`src/rtl/evr_pkg.sv`:
```
package evr_pkg;

    localparam int unsigned BYTE_W        = 8;
    localparam int unsigned WORD_SHIFT    = 2;
    localparam int unsigned HDR_BYTES     = 12;
    localparam int unsigned TRL_BYTES     = 4;
    localparam int unsigned MIN_HDR_WORDS = 3;

    // header byte positions decoded by the capture stage
    localparam int unsigned POS_COUNT  = 0;
    localparam int unsigned POS_HWORDS = 1;
    localparam int unsigned POS_OWORDS = 2;
    localparam int unsigned POS_FMT    = 3;
    localparam int unsigned POS_DTYPE  = 4;
    localparam int unsigned POS_BUNCH  = 5;
    localparam int unsigned POS_ROT_LO = 6;
    localparam int unsigned POS_ROT_HI = 7;
    localparam int unsigned POS_STATUS = 11;

    typedef logic [BYTE_W-1:0] byte_t;

    typedef struct packed {
        byte_t       count;
        byte_t       hdr_words;
        byte_t       obj_words;
        logic [2:0]  hdr_fmt;
        logic [4:0]  obj_fmt;
        byte_t       dtype;
        byte_t       bunch;
        logic [15:0] rotation;
        logic        st_err;
        logic        st_sim;
    } evr_fields_t;

    typedef struct packed {
        logic bunch;
        logic dtype;
        logic even;
        logic odd;
        logic len;
        logic pad;
    } evr_errs_t;

endpackage

```
`src/rtl/evr_trailer_check.sv`:
```
module evr_trailer_check
    import evr_pkg::*;
#(
    parameter int unsigned IDX_W       = 14,
    parameter int unsigned OFF_W       = 19,
    parameter int unsigned ALIGN_BYTES = 16,
    parameter int unsigned MIN_LEN     = 16,
    parameter int unsigned MAX_LEN     = 4096
) (
    input  logic             clk,
    input  logic             rst_n,
    input  logic             beat,
    input  logic             sof,
    input  logic             eof,
    input  logic [IDX_W-1:0] idx,
    input  byte_t            data,
    input  logic [OFF_W-1:0] toff,
    input  byte_t            hdr_words,
    input  byte_t            dtype,
    input  byte_t            bunch,
    input  byte_t            even_acc,
    input  byte_t            odd_acc,
    output logic             done,
    output evr_errs_t        errs
);

    localparam logic [OFF_W-1:0] ALIGN_MASK = OFF_W'(ALIGN_BYTES - 1);

    typedef struct packed {
        logic      s_bunch;
        logic      s_dtype;
        logic      s_even;
        logic      s_odd;
        logic      s_pad;
        logic      done;
        evr_errs_t errs;
    } chk_t;

    chk_t             c_d, c_q;
    logic [OFF_W-1:0] tend, pad_end, pos, rlen;
    logic             in_body, hdr_ok, whole;

    always_comb begin
        tend    = toff + OFF_W'(TRL_BYTES);
        pad_end = (tend + ALIGN_MASK) & ~ALIGN_MASK;
        pos     = OFF_W'(idx);
        rlen    = pos + OFF_W'(1);
        in_body = idx >= IDX_W'(HDR_BYTES);
        hdr_ok  = (idx >= IDX_W'(HDR_BYTES - 1)) && (hdr_words >= BYTE_W'(MIN_HDR_WORDS));
        whole   = hdr_ok && (rlen >= tend);

        c_d      = c_q;
        c_d.done = 1'b0;
        if (beat) begin
            if (sof) begin
                c_d.s_bunch = 1'b0;
                c_d.s_dtype = 1'b0;
                c_d.s_even  = 1'b0;
                c_d.s_odd   = 1'b0;
                c_d.s_pad   = 1'b0;
            end
            if (in_body) begin
                if (pos == toff && data != bunch) begin
                    c_d.s_bunch = 1'b1;
                end
                if (pos == toff + OFF_W'(1) && data != dtype) begin
                    c_d.s_dtype = 1'b1;
                end
                if (pos == toff + OFF_W'(2) && data != even_acc) begin
                    c_d.s_even = 1'b1;
                end
                if (pos == toff + OFF_W'(3) && data != odd_acc) begin
                    c_d.s_odd = 1'b1;
                end
                if (pos >= tend && data != '0) begin
                    c_d.s_pad = 1'b1;
                end
            end
            if (eof) begin
                c_d.done       = 1'b1;
                c_d.errs.len   = !hdr_ok || (rlen < tend) || (rlen > pad_end) ||
                                 (rlen < OFF_W'(MIN_LEN)) || (rlen > OFF_W'(MAX_LEN));
                c_d.errs.pad   = ((rlen & ALIGN_MASK) != '0) || c_d.s_pad;
                c_d.errs.bunch = whole && c_d.s_bunch;
                c_d.errs.dtype = whole && c_d.s_dtype;
                c_d.errs.even  = whole && c_d.s_even;
                c_d.errs.odd   = whole && c_d.s_odd;
            end
        end
    end

    always_ff @(posedge clk) begin
        if (!rst_n) begin
            c_q <= '0;
        end else begin
            c_q <= c_d;
        end
    end

    assign done = c_q.done;
    assign errs = c_q.errs;

    AST_SHORT_HDR_QUIET: assert property (@(posedge clk) disable iff (!rst_n)
        (beat && eof && idx < IDX_W'(HDR_BYTES - 1))
        |=> (errs.len && !errs.bunch && !errs.dtype && !errs.even && !errs.odd))
        else $error("trailer flag on a record without header");

    AST_OVERSIZE: assert property (@(posedge clk) disable iff (!rst_n)
        (beat && eof && OFF_W'(idx) >= OFF_W'(MAX_LEN)) |=> errs.len)
        else $error("oversize record not flagged");

endmodule

```
`config.mk`:
```
export PLATFORM = sky130hd
export DESIGN_NAME = evr_trailer_check
export DESIGN_NICKNAME = d
export VERILOG_FILES = /design/src/rtl/evr_pkg.sv /design/src/rtl/evr_trailer_check.sv
export SDC_FILE = /design/constraint.sdc
export NUM_CORES = 1
export LEC_CHECK = 0
export ABC_AREA = 1
export BUFFER_PORTS_ARGS = -buffer_cell sky130_fd_sc_hd__buf_4
export CELL_PAD_IN_SITES_DETAIL_PLACEMENT = 1
export CELL_PAD_IN_SITES_GLOBAL_PLACEMENT = 2
export CORE_AREA = 5 5 176 127
export DETAILED_ROUTE_END_ITERATION = 16
export DIE_AREA = 0 0 181 132
export PLACE_DENSITY = 0.8
export SYNTH_ARGS = -nofsm -noshare
export SYNTH_HDL_FRONTEND = slang
export SYNTH_SLANG_ARGS = --single-unit
```
`constraint.sdc`:
```
create_clock -name clk -period 3.3 [get_ports clk]
set_input_delay 0.66 -clock clk [delete_from_list [all_inputs] [get_ports clk]]
set_output_delay 0.66 -clock clk [all_outputs]
set_load 0.05 [all_outputs]
```
## Word-level counts from Yosys, hierarchy flattened

Index checks and enable logic that the tools add are counted.

| cells by class | value |
|---|---|
| add/sub/neg operators | 6 |
| order comparisons | 9 |
| mux-type cells | 9 |
| equality and inequality tests | 8 |
| reductions and logical operators | 21 |

Operators by type and width:

| kind | number |
|---|---|
| == test 14 x 19 -> 1 bit | 4 |
| adder 19 x 2 -> 19 bit, second input constant | 2 |
| inequality test 8 bit | 4 |
| >= comparator 14 x 4 -> 1 bit, second input constant | 2 |
| adder 19 x 1 -> 19 bit, second input constant | 1 |
| adder 19 x 3 -> 19 bit, second input constant | 1 |
| adder 19 x 4 -> 19 bit, second input constant | 1 |
| >= comparator 14 x 19 -> 1 bit | 1 |
| >= comparator 15 x 19 -> 1 bit | 1 |
| greater-than comparator 15 x 19 -> 1 bit | 1 |
| < comparator 15 x 19 -> 1 bit | 1 |
| nonzero test 19 bit | 1 |
| adder 14 x 1 -> 15 bit, second input constant | 1 |
| greater-than comparator 15 x 13 -> 1 bit, second input constant | 1 |
| < comparator 15 x 5 -> 1 bit, second input constant | 1 |
| 2-to-1 mux 5 bit | 3 |
| logical AND 1 bit | 11 |
| >= comparator 8 x 2 -> 1 bit, second input constant | 1 |
| nonzero test 8 bit | 1 |
| 2-to-1 mux 7 bit | 1 |
| logical OR 1 bit | 5 |
| 2-to-1 mux 1 bit | 5 |
| AND reduction 2 bit | 2 |
| zero test 1 bit | 1 |

| storage, ports and cells | value |
|---|---|
| word-level logic and storage cells | 65 |
| bits of input ports | 86 |
| output and inout bits | 7 |
| bits in registers | 12 |

## Longest topological paths before layout

Gate-level depths: netlist of the first run.

| logic depth | value |
|---|---|
| depth in word-level cells | 8 |
| gate-level depth with buffers | 22 |
| depth with buffers taken out | 21 |

## Worst setup path after synthesis of the first run

Ideal clock, no wire load.

| path | value |
|---|---|
| kind | input to register |
| start | input port toff[1] |
| end | register c_q (netlist bit errs[1]) |
| setup time | 119 ps |
| stages on the path | 22 |
| setup slack | 168 ps |
| required time | 3181 ps |
| arrival | 3013 ps |
| buffers on the path | 1 |
| path through | inv_1 > ha_1 > clkbuf_1 > inv_1 > a21oi_1 > nor2_2 > nand3_1 > nor2_2 > nand2_2 > nor2_4 > nand3_1 > xor2_1 > ha_1 > nand2_1 > nor2_1 > nand4_1 > nor2_1 > a21oi_1 > nand2_1 > nor2_1 > nand3_1 > a21oi_1 |

| on the way | value |
|---|---|
| longest elaborated chain between the ends | 6 |

RTL lines:

| element | RTL line | source |
|---|---|---|
| from (decl) | evr_trailer_check.sv:17 | `input logic [OFF_W-1:0] toff,` |
| adder 19 x 3 -> 19 bit (*) | evr_trailer_check.sv:44 | `tend = toff + OFF_W'(TRL_BYTES);` |
| adder 19 x 4 -> 19 bit / < comparator 15 x 19 -> 1 bit (equally long branches) | evr_trailer_check.sv:45, evr_trailer_check.sv:81 |  |
| greater-than comparator 15 x 19 -> 1 bit / logical OR 1 bit (equally long branches) | evr_trailer_check.sv:81 | `c_d.errs.len = !hdr_ok \|\| (rlen < tend) \|\| (rlen > pad_end) \|\|` |
| logical OR 1 bit (*) (2 in series) | evr_trailer_check.sv:81 |  |
| logical OR 1 bit (*) | evr_trailer_check.sv:82 | `(rlen < OFF_W'(MIN_LEN)) \|\| (rlen > OFF_W'(MAX_LEN));` |
| to (signal assigned) | evr_trailer_check.sv:94 | `c_q <= '0;` |
| to (signal assigned) | evr_trailer_check.sv:96 | `c_q <= c_d;` |
| to (decl) | evr_trailer_check.sv:39 | `chk_t c_d, c_q;` |

Mark *: on every way between the ends. The rest lies on a longest branch, timed or not.
A chain may end at the register's enable or synchronous reset.

## Worst setup path in the final report of the first run

| path | value |
|---|---|
| start | input port toff[2] |
| end | register c_q (netlist bit errs[1]) |

The elaborated chain is that of the path after synthesis.

==> tab_implementation.tex, run 1 <==
\begin{tabular}{lr}
\hline
Metric & Value \\
\hline
\multicolumn{2}{l}{\textbf{Final layout}} \\
Synthesis-to-finish area growth & 32.57\% \\
Core utilization of the finished layout & 30.07\% \\
Post-layout nets & around 1100 \\
Share of final-layout standard cells stronger than drive strength 1 & 23.04\% \\
Total non-filler cell area in the finished layout & 6142 um2 \\
Total inserted antenna cells & 0 \\
Fill cell total of the finished layout & around 2700 \\
Storage cell area & 240.2 um2 \\
Area occupied by multi-input gates & 3918 um2 \\
\multicolumn{2}{l}{\textbf{Worst setup path}} \\
Category of the most critical setup path & primary input to flop \\
Crit path arrival time & 3200 ps \\
Type of destination of the critical path & flop \\
Kind of start point of the critical path & primary input \\
Required time worst endpoint & 3470 ps \\
Largest fanout of any net on the critical path & 6 \\
\multicolumn{2}{l}{\textbf{Die}} \\
Initial standard-cell utilization of the core & 22.68\% \\
Std cell rows & 44 \\
Core region area & around 20000 um2 \\
Die H & 132 um \\
Ports placed on the boundary & 93 \\
Area of the die & 23890 um2 \\
Horiz. Die Dim & 181 um \\
\multicolumn{2}{l}{\textbf{Power}} \\
Power density over the cells & 182.4 nW/um2 \\
Design Power & 1.120 mW \\
Leakage power & about 3.1 nW \\
Highest ir drop seen on vdd & 0.1489 mV \\
\multicolumn{2}{l}{\textbf{Global routing}} \\
Global-route wire length before repair & 31.40 mm \\
Global route total overflow & 0 \\
Initial antenna violation count & 0 \\
Number of global-route vias before repair & roughly 5700 \\
Largest net degree at the start of global routing & 10 \\
Overall track demand over capacity in global routing & 16.20\% \\
\multicolumn{2}{l}{\textbf{Timing}} \\
Max Slew Vio Count & 0 \\
Final critical path time including I/O delays and setup & 3030 ps \\
Worst slew pin tran & 668.3 ps \\
Peak clock frequency supported by timing & between 300 and 400 MHz \\
Final hold viol count & 0 \\
Number of setup violations in the final report & 0 \\
Setup repair after global routing missed its margin & no \\
Fraction of the cycle the final worst path needs & 91.82\% \\
Worst-case headroom to the max-slew limit & between 50 and 60\% \\
Worst clock skew & around 5.0 ps \\
\multicolumn{2}{l}{\textbf{Clock network}} \\
Buffers from clock root to sink, at most & 2 \\
Inserted Clock Buffers & 3 \\
Level count of the clock H-tree & 1 \\
Clock input transition at the sequential cells of the worst setup and hold paths & 40 ps \\
Sink count of the clock tree & 12 \\
Clock Tree Root & sky130\_fd\_sc\_hd\_\_clkbuf\_16 \\
Clock tree from TritonCTS & done \\
Number of buffers added to fix hold violations after cts & 0 \\
Clock latency reported for the late side of the worst-skew pair & 250 ps \\
\multicolumn{2}{l}{\textbf{Synth}} \\
Synth async-reset ratio & 0\% \\
Main combinational cell family by area after synthesis & simple AND/OR/NAND/NOR gates \\
Synth cell types & 40 \\
Main synth FF type & sky130\_fd\_sc\_hd\_\_dfxtp\_1 \\
Fraction of synthesized cell area taken by the top area cell type & 16.85\% \\
Simple-gate area share of the yosys netlist & 48.07\% \\
Compound-cell area share of the yosys netlist & under 10\% \\
Post-synthesis share of cell area spent on xor and xnor gates & between 10\% and 20\% \\
Multiplexer share of the synthesized area & 0\% \\
Yosys reg bits & 12 \\
Total number of yosys warnings & 0 \\
Area of the mapped netlist & 4633 um2 \\
Count leader, synth & sky130\_fd\_sc\_hd\_\_nand2\_1 \\
Synthesized area divided by synthesized cell count & 5.657 um2 \\
Number of standard cells after synthesis & 819 \\
Leading cell types by total area after synthesis & sky130\_fd\_sc\_hd\_\_nand2\_1, sky130\_fd\_sc\_hd\_\_ha\_1, sky130\_fd\_sc\_hd\_\_nor2\_1 \\
Adder and majority gate portion of the synthesized area & approximately an eighth \\
Synth cell count leaders & sky130\_fd\_sc\_hd\_\_nand2\_1, sky130\_fd\_sc\_hd\_\_nor2\_1, sky130\_fd\_sc\_hd\_\_inv\_1 \\
Post-synthesis cell type with the largest combined area & sky130\_fd\_sc\_hd\_\_nand2\_1 \\
Syn Nets & 954 \\
Count of flip-flops with a built-in enable after synthesis & 0 \\
Post-synthesis sequential area ratio & 5.185\% \\
\multicolumn{2}{l}{\textbf{Routing}} \\
Length of the first detailed-routing pass in iterations & 4 \\
Total wire length after detailed routing & 20.15 mm \\
Number of design rule violations left after detail routing & 0 \\
Number of nets with antenna violations after routing & 0 \\
Number of DRC markers in iteration 0 & 327 \\
Via count & approximately 5700 \\
Final routed wire length divided by cell count & about 16 um \\
Vias/cell & 4.604 \\
\multicolumn{2}{l}{\textbf{Min path}} \\
Path category of the worst min-delay check & flop to flop \\
\multicolumn{2}{l}{\textbf{Placement}} \\
Placed cell area & 5993 um2 \\
DPL Wire Length & 18.00 mm \\
Placer congestion estimate & a little under 0.9 \\
PortBufs & 92 \\
\multicolumn{2}{l}{\textbf{Job}} \\
Number of max-cap violations & 0 \\
\multicolumn{2}{l}{\textbf{Outcome}} \\
Run status & completed \\
\hline
\end{tabular}
cell families after synthesis:
kind of cell	after synthesis
simple gates	486
buf+inv	126
compound gates	76
xor+xnor	70
fa+ha+maj	49
flops	12
path summary, 6_finish.rpt:
check,startpoint,to,slack [ps],depth (start not counted)
hold / removal,errs[4]$_SDFFE_PN0P_,errs[4]$_SDFFE_PN0P_,470,2
hold reg to reg,errs[4]$_SDFFE_PN0P_,errs[4]$_SDFFE_PN0P_,470,2
setup reg to reg,c_q[10]$_SDFFE_PN0P_,c_q[10]$_SDFFE_PN0P_,2520,4
setup / recovery,toff[2],errs[1]$_SDFFE_PN0P_,270,20
routing by layer:
layer	track usage, %	wire (um)	part of all wire (%)
met1	26.33	11070	55
met2	23.65	7952	39
met3	1.572	1044	5.2
met4	1.250	85	0.42
met5	0	0	0
critical path: stages:
cell	delay [ps]
sky130_fd_sc_hd__buf_4	120
sky130_fd_sc_hd__ha_2	220
sky130_fd_sc_hd__nand2_4	140
sky130_fd_sc_hd__nand2_2	100
sky130_fd_sc_hd__nor2_2	130
sky130_fd_sc_hd__nand3_1	130
sky130_fd_sc_hd__nor2_2	170
sky130_fd_sc_hd__nand2_2	100
sky130_fd_sc_hd__nor2_4	100
sky130_fd_sc_hd__nand3_1	80
sky130_fd_sc_hd__xor2_1	150
sky130_fd_sc_hd__ha_1	300
sky130_fd_sc_hd__nand2_1	90
sky130_fd_sc_hd__nor2_1	150
sky130_fd_sc_hd__a211oi_2	50
sky130_fd_sc_hd__a21oi_2	160
sky130_fd_sc_hd__nand2_1	60
sky130_fd_sc_hd__nor2_1	80
sky130_fd_sc_hd__nand3_1	80
sky130_fd_sc_hd__a21oi_1	120
timing repair:
item / 4_1_cts / 5_1_grt
setup buffers: 0 / 3
endpoints found under the setup margin: 0 / 5
gates resized for setup: 0 / 10
registers in the layout (all words and copies together), names as in the netlist:
name  count
c_q       5
done      1
errs      6
placed cells by master (no fill, tap or decap), drive strengths merged, types with 3 or more instances in the layout:
cell    instances
nand2         227
xor2           44
or2             7
inv           103
and2            3
xnor2          26
o21ai          29
nor2          123
o211ai          8
o21bai          3
nand4          28
clkbuf          4
nand3          65
a21oi          28
buf           154
nor4            6
nor3           22
ha             49
dfxtp          12
stage by stage:
stage | std cells | worst slack (ps) | TNS, ps | hold WS [ps]
final | 1231 | 270.1 | 0 | 471.2
after global routing | 1231 | 5.295 | 0 | 504.3
after detailed placement | 1224 | -52.67 | -88.58 | 469.4
after CTS | 1228 | 189.4 | 0 | 477.5
after global placement | 1224 | 7.849 | 0 | 466.2
after floorplan | 819 | 167.7 | 0 | 445.7
cell type report:
type	instances	area share, %
multi-input combinational	681	63.78
inverter	104	6.417
tap	276	5.622
sequential	12	3.911
timing repair buffer	154	18.82
clock buffer	4	1.446
report_power, final:
group	leakage, nW	internal [mW]	switching (mW)
clock network	0.0442	0.184	0.0702
registers	0.0982	0.151	0.00314
logic	2.91	0.289	0.423
total	3.05	0.624	0.497
No activity file was read; power rests on OpenSTA's default activity.
==> run 2: changes to the inputs <==
--- a/config.mk
+++ b/config.mk
@@ -9,10 +9,10 @@
 export BUFFER_PORTS_ARGS = -buffer_cell sky130_fd_sc_hd__buf_4
 export CELL_PAD_IN_SITES_DETAIL_PLACEMENT = 1
 export CELL_PAD_IN_SITES_GLOBAL_PLACEMENT = 2
-export CORE_AREA = 5 5 176 127
+export CORE_AREA = 5 5 166 120
 export DETAILED_ROUTE_END_ITERATION = 16
-export DIE_AREA = 0 0 181 132
-export PLACE_DENSITY = 0.8
+export DIE_AREA = 0 0 171 125
+export PLACE_DENSITY = 0.88
 export SYNTH_ARGS = -nofsm -noshare
 export SYNTH_HDL_FRONTEND = slang
 export SYNTH_SLANG_ARGS = --single-unit
==> run 2 against run 1 <==
- global-route usage is 1.5 points higher
- utilization grew 2.8 points
- clock skew decreased by 3.0 ps
- design area down 1.8%
- fmax is 2.5% lower
- critical path depth unchanged
- sequential share of layout area increased by 0.070 points
- count of clock-buffer cells in the layout did not move
- final cell count is 3.2% lower
- non-clock buffer count fell by 6
==> tab_implementation.tex, run 2 (synthesis gave the netlist of run 1 again) <==
\begin{tabular}{lr}
\hline
Metric & Value \\
\hline
\multicolumn{2}{l}{\textbf{Outcome}} \\
Run status & completed (unchanged) \\
\multicolumn{2}{l}{\textbf{Routing}} \\
Vias/cell & 4.845 (was 4.604) \\
Final routed wire length divided by cell count & 16.50 um (was 16.37 um) \\
Number of design rule violations left after detail routing & 0 (unchanged) \\
Total wire length after detailed routing & 19.65 mm (was 20.15 mm) \\
Via count & 5770 (was 5668) \\
Number of nets with antenna violations after routing & 0 (unchanged) \\
Number of DRC markers in iteration 0 & 426 (was 327) \\
Length of the first detailed-routing pass in iterations & 4 (unchanged) \\
\multicolumn{2}{l}{\textbf{Placement}} \\
Placed cell area & 5928 um2 (was 5993 um2) \\
Placer congestion estimate & 0.8939 (was 0.8870) \\
Worst setup timing slack at the placement stage & -154.7 ps (was -52.67 ps) \\
Placed Instances & 1187 (was 1224) \\
PortBufs & 92 (unchanged) \\
DPL Wire Length & 17.41 mm (was 18.00 mm) \\
\multicolumn{2}{l}{\textbf{Worst setup path}} \\
Worst reg-to-reg path cell count & 4 (unchanged) \\
Minimum setup slack among reg-to-reg paths & 2520 ps (about the same) \\
Required time worst endpoint & 3480 ps (was 3470 ps) \\
Largest fanout of any net on the critical path & 8 (was 6) \\
Kind of start point of the critical path & primary input (unchanged) \\
Worst r2r dst & c\_q[10]\$\_SDFFE\_PN0P\_ (unchanged) \\
Crit path arrival time & 3280 ps (was 3200 ps) \\
Type of destination of the critical path & flop (unchanged) \\
Launch instance of the worst register-to-register path & c\_q[10]\$\_SDFFE\_PN0P\_ (unchanged) \\
Category of the most critical setup path & primary input to flop (unchanged) \\
\multicolumn{2}{l}{\textbf{Min path}} \\
Endpoint of the worst hold-timing path & errs[2]\$\_SDFFE\_PN0P\_ (was errs[4]\$\_SDFFE\_PN0P\_) \\
Startpoint of the worst hold path & errs[2]\$\_SDFFE\_PN0P\_ (was errs[4]\$\_SDFFE\_PN0P\_) \\
Hold Crit Depth & 2 (unchanged) \\
Path category of the worst min-delay check & flop to flop (unchanged) \\
\multicolumn{2}{l}{\textbf{Die}} \\
Ports placed on the boundary & 93 (unchanged) \\
Std cell rows & 42 (was 44) \\
Core region area & 18340 um2 (was 20420 um2) \\
Initial standard-cell utilization of the core & 25.26\% (was 22.68\%) \\
Area of the die & 21380 um2 (was 23890 um2) \\
Horiz. Die Dim & 171 um (was 181 um) \\
Die H & 125 um (was 132 um) \\
\multicolumn{2}{l}{\textbf{Timing}} \\
Number of setup violations in the final report & 0 (unchanged) \\
Worst clock skew & 1.985 ps (was 5.001 ps) \\
Fraction of the cycle the final worst path needs & 94.13\% (was 91.82\%) \\
Worst slew pin tran & 634.6 ps (was 668.3 ps) \\
Final critical path time including I/O delays and setup & 3106 ps (was 3030 ps) \\
Peak clock frequency supported by timing & 321.9 MHz (was 330.0 MHz) \\
Worst-case headroom to the max-slew limit & 57.55\% (was 55.30\%) \\
Final hold viol count & 0 (unchanged) \\
Smallest setup slack after layout & 193.8 ps (was 270.1 ps) \\
Setup repair after global routing missed its margin & yes (was no) \\
Max Slew Vio Count & 0 (unchanged) \\
\multicolumn{2}{l}{\textbf{Final layout}} \\
Storage cell area & 240.2 um2 (unchanged) \\
Leading cell types in the layout, fill and taps excluded & sky130\_fd\_sc\_hd\_\_nand2\_1, sky130\_fd\_sc\_hd\_\_buf\_4, sky130\_fd\_sc\_hd\_\_nor2\_1 (unchanged) \\
Share of final-layout standard cells stronger than drive strength 1 & 22.02\% (was 23.04\%) \\
Core utilization of the finished layout & 32.90\% (was 30.07\%) \\
Post-layout nets & 1085 (was 1091) \\
Number of flip-flops in the largest register & 6 (unchanged) \\
Area occupied by multi-input gates & 3901 um2 (was 3918 um2) \\
Synthesis-to-finish area growth & 30.25\% (was 32.57\%) \\
Total inserted antenna cells & 0 (unchanged) \\
Total non-filler cell area in the finished layout & 6035 um2 (was 6142 um2) \\
Number of cells in the finished layout apart from fillers & 1191 (was 1231) \\
Leading cell type in the layout, fill and taps excluded & sky130\_fd\_sc\_hd\_\_nand2\_1 (unchanged) \\
Fill cell total of the finished layout & 2456 (was 2726) \\
\multicolumn{2}{l}{\textbf{Power}} \\
Highest ir drop seen on vdd & 0.2103 mV (was 0.1489 mV) \\
Power density over the cells & 183.3 nW/um2 (was 182.4 nW/um2) \\
Design Power & 1.106 mW (was 1.120 mW) \\
Leakage power & 3.025 nW (was 3.050 nW) \\
\multicolumn{2}{l}{\textbf{Global routing}} \\
Global route total overflow & 0 (unchanged) \\
Overall track demand over capacity in global routing & 17.66\% (was 16.20\%) \\
Number of global-route vias before repair & 5748 (was 5687) \\
Initial antenna violation count & 0 (unchanged) \\
Global-route wire length before repair & 30.78 mm (was 31.40 mm) \\
Largest net degree at the start of global routing & 10 (unchanged) \\
\multicolumn{2}{l}{\textbf{Clock network}} \\
Setup Fix Bufs, Post-CTS & 0 (unchanged) \\
Inserted Clock Buffers & 3 (unchanged) \\
Clock latency reported for the late side of the worst-skew pair & 250 ps (about the same) \\
Number of buffers added to fix hold violations after cts & 0 (unchanged) \\
Clock Tree Root & sky130\_fd\_sc\_hd\_\_clkbuf\_16 (unchanged) \\
Clock input transition at the sequential cells of the worst setup and hold paths & 40 ps (about the same) \\
Sink count of the clock tree & 12 (unchanged) \\
Buffers from clock root to sink, at most & 2 (unchanged) \\
Clock tree from TritonCTS & done (unchanged) \\
Level count of the clock H-tree & 1 (unchanged) \\
Resized cells post-CTS & 0 (unchanged) \\
\multicolumn{2}{l}{\textbf{Job}} \\
Number of max-cap violations & 0 (unchanged) \\
\hline
\end{tabular}
## run 2: cell count changes in the layout (fill, tap and decap cells not counted), sizes merged
cell,previous run,this run
inv,103,104
buf,154,148
clkinvlp,1,0
## run 2: critical path, stage by stage
cell                       delay (ps)
sky130_fd_sc_hd__buf_4            120
sky130_fd_sc_hd__buf_4            160
sky130_fd_sc_hd__ha_1             300
sky130_fd_sc_hd__nor2_1            60
sky130_fd_sc_hd__a21oi_2          170
sky130_fd_sc_hd__nand2_1          110
sky130_fd_sc_hd__nor2_4           130
sky130_fd_sc_hd__nand3_1          160
sky130_fd_sc_hd__xnor2_1          170
sky130_fd_sc_hd__ha_1             270
sky130_fd_sc_hd__nand2_1           60
sky130_fd_sc_hd__nor2_1           130
sky130_fd_sc_hd__nand2_1           70
sky130_fd_sc_hd__o211ai_1         100
sky130_fd_sc_hd__nand2_1           90
sky130_fd_sc_hd__a21oi_1          180
sky130_fd_sc_hd__nand2_1           70
sky130_fd_sc_hd__nor2_1            80
sky130_fd_sc_hd__nand3_1           80
sky130_fd_sc_hd__a21oi_1          120
## run 2: where the power goes
| group | total, mW | switching [mW] | internal (mW) |
|---|---|---|---|
| Sequential | 0.154 | 0.00299 | 0.151 |
| Clock | 0.251 | 0.0681 | 0.183 |
| Combinational | 0.700 | 0.417 | 0.284 |
| Total | 1.11 | 0.488 | 0.618 |
## run 2: worst max-delay path by stage
stage | from | endpoint | slack, ps | cells past startpoint
after floorplan | toff[1] | errs[1]$_SDFFE_PN0P_ | 170 | 22
after global placement | toff[2] | errs[1]$_SDFFE_PN0P_ | 20 | 20
final | toff[2] | errs[1]$_SDFFE_PN0P_ | 190 | 20
after CTS | toff[2] | errs[1]$_SDFFE_PN0P_ | 100 | 20
after global routing | toff[2] | errs[1]$_SDFFE_PN0P_ | -70 | 20
after detailed placement | toff[2] | errs[1]$_SDFFE_PN0P_ | -150 | 20
## run 2: per-stage QoR
step	setup TNS [ps]	hold WS [ps]
floorplan	0	445.7
global placement	0	463.0
detailed placement	-189.4	464.1
CTS	0	471.4
global route	-74.94	499.5
finish	0	475.0
## run 2: metal layers
layer / GRT usage (%) / wire length [um] / vias to the layer above
met2: 26.15 / 7939 / 154
met4: 2.003 / 184 / 0
met5: 0 / 0 / -
li1: - / - / 2907
met3: 1.041 / 1099 / 12
met1: 28.56 / 10430 / 2697
## run 2: area by class of cell
cell class | count | share of cell area (%)
timing repair buffer | 148 | 18.41
tap | 242 | 5.018
sequential | 12 | 3.981
multi-input combinational | 681 | 64.65
clock buffer | 4 | 1.472
inverter | 104 | 6.469
==> run 3: changes to the inputs <==
--- a/config.mk
+++ b/config.mk
@@ -5,14 +5,13 @@
 export SDC_FILE = /design/constraint.sdc
 export NUM_CORES = 1
 export LEC_CHECK = 0
-export ABC_AREA = 1
 export BUFFER_PORTS_ARGS = -buffer_cell sky130_fd_sc_hd__buf_4
 export CELL_PAD_IN_SITES_DETAIL_PLACEMENT = 1
 export CELL_PAD_IN_SITES_GLOBAL_PLACEMENT = 2
-export CORE_AREA = 5 5 166 120
+export CORE_AREA = 5 5 151 110
 export DETAILED_ROUTE_END_ITERATION = 16
-export DIE_AREA = 0 0 171 125
-export PLACE_DENSITY = 0.88
+export DIE_AREA = 0 0 156 115
+export PLACE_DENSITY = 0.89
 export SYNTH_ARGS = -nofsm -noshare
 export SYNTH_HDL_FRONTEND = slang
 export SYNTH_SLANG_ARGS = --single-unit
==> run 3 against run 2 <==
- the run now ends with setup timing left
- clock power fell by 13%
- global-route usage rose by 5.0 points
- die area fell by 16%
- wire length rose by 8.9%
- count of clock-buffer cells in the layout fell by 1
- clock skew fell by 1.6 ps
- hold slack improved by 10 ps
==> tab_implementation.tex, run 3 <==
\begin{tabular}{lr}
\hline
Metric & Value \\
\hline
\multicolumn{2}{l}{\textbf{Final layout}} \\
Core utilization of the finished layout & 41.78\% (was 32.90\%) \\
Fill cell total of the finished layout & 1860 (was 2456) \\
Leading cell type in the layout, fill and taps excluded & sky130\_fd\_sc\_hd\_\_buf\_4 (was sky130\_fd\_sc\_hd\_\_nand2\_1) \\
Synthesis-to-finish area growth & 48.12\% (was 30.25\%) \\
Share of final-layout standard cells stronger than drive strength 1 & 35.88\% (was 22.02\%) \\
Leading cell types in the layout, fill and taps excluded & sky130\_fd\_sc\_hd\_\_buf\_4, sky130\_fd\_sc\_hd\_\_xnor2\_1, sky130\_fd\_sc\_hd\_\_ha\_1 (was sky130\_fd\_sc\_hd\_\_nand2\_1, sky130\_fd\_sc\_hd\_\_buf\_4, sky130\_fd\_sc\_hd\_\_nor2\_1) \\
Number of flip-flops in the largest register & 6 (unchanged) \\
Post-layout nets & 909 (was 1085) \\
Total inserted antenna cells & 0 (unchanged) \\
\multicolumn{2}{l}{\textbf{Worst setup path}} \\
Type of destination of the critical path & flop (unchanged) \\
Worst r2r dst & errs[1]\$\_SDFFE\_PN0P\_ (was c\_q[10]\$\_SDFFE\_PN0P\_) \\
Largest fanout of any net on the critical path & 6 (was 8) \\
Required time worst endpoint & 3440 ps (was 3480 ps) \\
Minimum setup slack among reg-to-reg paths & 2100 ps (was 2520 ps) \\
Kind of start point of the critical path & primary input (unchanged) \\
Category of cells accounting for the largest share of critical-path delay & simple AND/OR/NAND/NOR gates (unchanged) \\
Category of the most critical setup path & primary input to flop (unchanged) \\
Buffers \& Inverters on Critical Path & 1 (was 2) \\
Cell with the largest stage delay on the worst path & sky130\_fd\_sc\_hd\_\_or4bb\_4 (was sky130\_fd\_sc\_hd\_\_ha\_1) \\
Launch instance of the worst register-to-register path & errs[1]\$\_SDFFE\_PN0P\_ (was c\_q[10]\$\_SDFFE\_PN0P\_) \\
List of cells traversed by the critical path & buf\_4 > ha\_4 > nor2b\_4 > nand2\_2 > mux2i\_4 > or4bb\_4 > nor2\_4 > nand2\_1 > xnor2\_1 > ha\_1 > nand4\_1 > o21bai\_1 > a211o\_1 > o32ai\_2 (was buf\_4 > buf\_4 > ha\_1 > nor2\_1 > a21oi\_2 > nand2\_1 > nor2\_4 > nand3\_1 > xnor2\_1 > ha\_1 > nand2\_1 > nor2\_1 > nand2\_1 > o211ai\_1 > nand2\_1 > a21oi\_1 > nand2\_1 > nor2\_1 > nand3\_1 > a21oi\_1) \\
Crit path arrival time & 3480 ps (was 3280 ps) \\
Max stage delay on crit path & 590 ps (was 300 ps) \\
Worst reg-to-reg path cell count & 3 (was 4) \\
\multicolumn{2}{l}{\textbf{Global routing}} \\
Global-route wire length before repair & 32.31 mm (was 30.78 mm) \\
Initial antenna violation count & 0 (unchanged) \\
Largest net degree at the start of global routing & 15 (was 10) \\
Global route total overflow & 0 (unchanged) \\
Overall track demand over capacity in global routing & 22.68\% (was 17.66\%) \\
Number of global-route vias before repair & 5771 (was 5748) \\
\multicolumn{2}{l}{\textbf{Routing}} \\
Number of DRC markers in iteration 0 & 500 (was 426) \\
Top routing layer in use & met4 (unchanged) \\
Metal3 WL & 1.695 mm (was 1.099 mm) \\
Number of design rule violations left after detail routing & 0 (unchanged) \\
WL met1 & 10.18 mm (was 10.43 mm) \\
Number of nets with antenna violations after routing & 0 (unchanged) \\
Total wire length after detailed routing & 21.40 mm (was 19.65 mm) \\
Met2 WL & 9.169 mm (was 7.939 mm) \\
Vias/cell & 5.744 (was 4.845) \\
Via count & 5583 (was 5770) \\
Length of the first detailed-routing pass in iterations & 5 (was 4) \\
Final routed wire length divided by cell count & 22.01 um (was 16.50 um) \\
\multicolumn{2}{l}{\textbf{Timing}} \\
Setup repair after global routing missed its margin & yes (unchanged) \\
Smallest setup slack after layout & -43.62 ps (was 193.8 ps) \\
Max Slew Vio Count & 0 (unchanged) \\
Final hold viol count & 0 (unchanged) \\
Setup TNS & -43.62 ps (was 0 ps) \\
Fraction of the cycle the final worst path needs & 101.3\% (was 94.13\%) \\
Worst slew pin tran & 894.4 ps (was 634.6 ps) \\
Worst clock skew & 0.3879 ps (was 1.985 ps) \\
Number of setup violations in the final report & 1 (was 0) \\
Worst-case headroom to the max-slew limit & 39.82\% (was 57.55\%) \\
Final critical path time including I/O delays and setup & 3344 ps (was 3106 ps) \\
Peak clock frequency supported by timing & 299.1 MHz (was 321.9 MHz) \\
\multicolumn{2}{l}{\textbf{Outcome}} \\
Run status & complete, but fails checks (was completed) \\
Failing checks & setup timing \\
\multicolumn{2}{l}{\textbf{Clock network}} \\
Inserted Clock Buffers & 3 (unchanged) \\
Buffers from clock root to sink, at most & 2 (unchanged) \\
Number of buffers added to fix hold violations after cts & 0 (unchanged) \\
Clock input transition at the sequential cells of the worst setup and hold paths & 40 ps (about the same) \\
Level count of the clock H-tree & 1 (unchanged) \\
Sink count of the clock tree & 12 (unchanged) \\
Clock tree from TritonCTS & done (unchanged) \\
Clock latency reported for the late side of the worst-skew pair & 240 ps (was 250 ps) \\
Clock Tree Root & sky130\_fd\_sc\_hd\_\_clkbuf\_16 (unchanged) \\
\multicolumn{2}{l}{\textbf{Synth}} \\
Yosys reg bits & 12 (unchanged) \\
Synth async-reset ratio & 0\% (unchanged) \\
Total number of yosys warnings & 0 (unchanged) \\
Synth cell types & 72 (was 40) \\
Synth cell count leaders & sky130\_fd\_sc\_hd\_\_xnor2\_1, sky130\_fd\_sc\_hd\_\_ha\_1, sky130\_fd\_sc\_hd\_\_nand2\_1 (was sky130\_fd\_sc\_hd\_\_nand2\_1, sky130\_fd\_sc\_hd\_\_nor2\_1, sky130\_fd\_sc\_hd\_\_inv\_1) \\
Fraction of synthesized cell area taken by the top area cell type & 14.42\% (was 16.85\%) \\
Post-synthesis cell type with the largest combined area & sky130\_fd\_sc\_hd\_\_ha\_1 (was sky130\_fd\_sc\_hd\_\_nand2\_1) \\
Area of the mapped netlist & 4252 um2 (was 4633 um2) \\
Leading cell types by total area after synthesis & sky130\_fd\_sc\_hd\_\_ha\_1, sky130\_fd\_sc\_hd\_\_xnor2\_1, sky130\_fd\_sc\_hd\_\_xor2\_1 (was sky130\_fd\_sc\_hd\_\_nand2\_1, sky130\_fd\_sc\_hd\_\_ha\_1, sky130\_fd\_sc\_hd\_\_nor2\_1) \\
Count of flip-flops with a built-in enable after synthesis & 0 (unchanged) \\
Syn Nets & 717 (was 954) \\
Synthesized area divided by synthesized cell count & 7.305 um2 (was 5.657 um2) \\
Count leader, synth & sky130\_fd\_sc\_hd\_\_xnor2\_1 (was sky130\_fd\_sc\_hd\_\_nand2\_1) \\
Number of standard cells after synthesis & 582 (was 819) \\
Main synth FF type & sky130\_fd\_sc\_hd\_\_dfxtp\_1 (unchanged) \\
Post-synthesis sequential area ratio & 5.650\% (was 5.185\%) \\
\multicolumn{2}{l}{\textbf{Die}} \\
Area of the die & 17940 um2 (was 21380 um2) \\
Core region area & 15070 um2 (was 18340 um2) \\
Ports placed on the boundary & 93 (unchanged) \\
Horiz. Die Dim & 156 um (was 171 um) \\
Die H & 115 um (was 125 um) \\
Initial standard-cell utilization of the core & 28.21\% (was 25.26\%) \\
Std cell rows & 38 (was 42) \\
\multicolumn{2}{l}{\textbf{Placement}} \\
Placer congestion estimate & 0.9533 (was 0.8939) \\
DPL Wire Length & 18.13 mm (was 17.41 mm) \\
PortBufs & 92 (unchanged) \\
Worst setup timing slack at the placement stage & -513.7 ps (was -154.7 ps) \\
\multicolumn{2}{l}{\textbf{Power}} \\
Power density over the cells & 187.7 nW/um2 (was 183.3 nW/um2) \\
Leakage power & 2.681 nW (was 3.025 nW) \\
Design Power & 1.182 mW (was 1.106 mW) \\
Highest ir drop seen on vdd & 0.2726 mV (was 0.2103 mV) \\
\multicolumn{2}{l}{\textbf{Min path}} \\
Startpoint of the worst hold path & c\_q[9]\$\_SDFFE\_PN0P\_ (was errs[2]\$\_SDFFE\_PN0P\_) \\
Hold Crit Depth & 2 (unchanged) \\
Endpoint of the worst hold-timing path & c\_q[9]\$\_SDFFE\_PN0P\_ (was errs[2]\$\_SDFFE\_PN0P\_) \\
Path category of the worst min-delay check & flop to flop (unchanged) \\
\multicolumn{2}{l}{\textbf{Job}} \\
Number of max-cap violations & 0 (unchanged) \\
\hline
\end{tabular}
[run 3: per-layer routing]
layer,up-vias,GRT usage (%)
met5,-,0
met4,0,3.673
met1,2753,32.84
li1,2568,-
met2,234,35.04
met3,28,5.004
[run 3: stage by stage]
stage,hold slack (ps),instances,instance area [um2]
floorplan,440.6,582,4288
global placement,451.6,968,6068
detailed placement,473.6,968,6068
CTS,479.6,971,6205
global route,503.5,972,6297
finish,485.2,972,6297
[run 3: report_power, final]
group          switching [mW]  internal, mW  leakage (nW)
logic                   0.437         0.375          2.55
registers             0.00229         0.149        0.0977
clock network          0.0603         0.158        0.0370
total                   0.499         0.682          2.68
[run 3: repair_timing]
action                                  4_1_cts  5_1_grt
setup buffers                                 0        1
endpoints found under the setup margin        5        7
gates resized for setup                      17       19
pin swaps                                     3        2
[run 3: final cells by class]
type | instances | area, um2 | share of cell area [%]
multi-input cells | 511 | 3900 | 61.93
well taps | 200 | 250.2 | 3.974
repair buffers | 230 | 1772 | 28.13
inverters | 16 | 60.06 | 0.9537
clock buffers | 3 | 75.07 | 1.192
flip-flops and latches | 12 | 240.2 | 3.815
[run 3: worst min-delay path, cell delays in order (launching register included)]
cell,delay (ps)
sky130_fd_sc_hd__dfxtp_1,310
sky130_fd_sc_hd__nand2_1,60
sky130_fd_sc_hd__a21boi_0,70
[run 3: kinds of logic after synthesis]
kind of cell | share of synthesized area, %
multiplexers | 1.177
XOR/XNOR | 18.92
buffers and inverters | 6.327
flip-flops | 5.650
AO/OA/AOI/OAI | 21.63
adder cells (fa/ha/maj) | 14.42
AND/OR/NAND/NOR | 31.87
[run 3: worst max path at each step]
stage,start,end,depth (start not counted)
finish,toff[2],errs[1]$_SDFFE_PN0P_,14
global route,toff[2],errs[1]$_SDFFE_PN0P_,14
CTS,toff[6],errs[1]$_SDFFE_PN0P_,14
detailed placement,toff[2],errs[1]$_SDFFE_PN0P_,14
global placement,toff[2],errs[1]$_SDFFE_PN0P_,14
floorplan,toff[1],errs[1]$_SDFFE_PN0P_,14
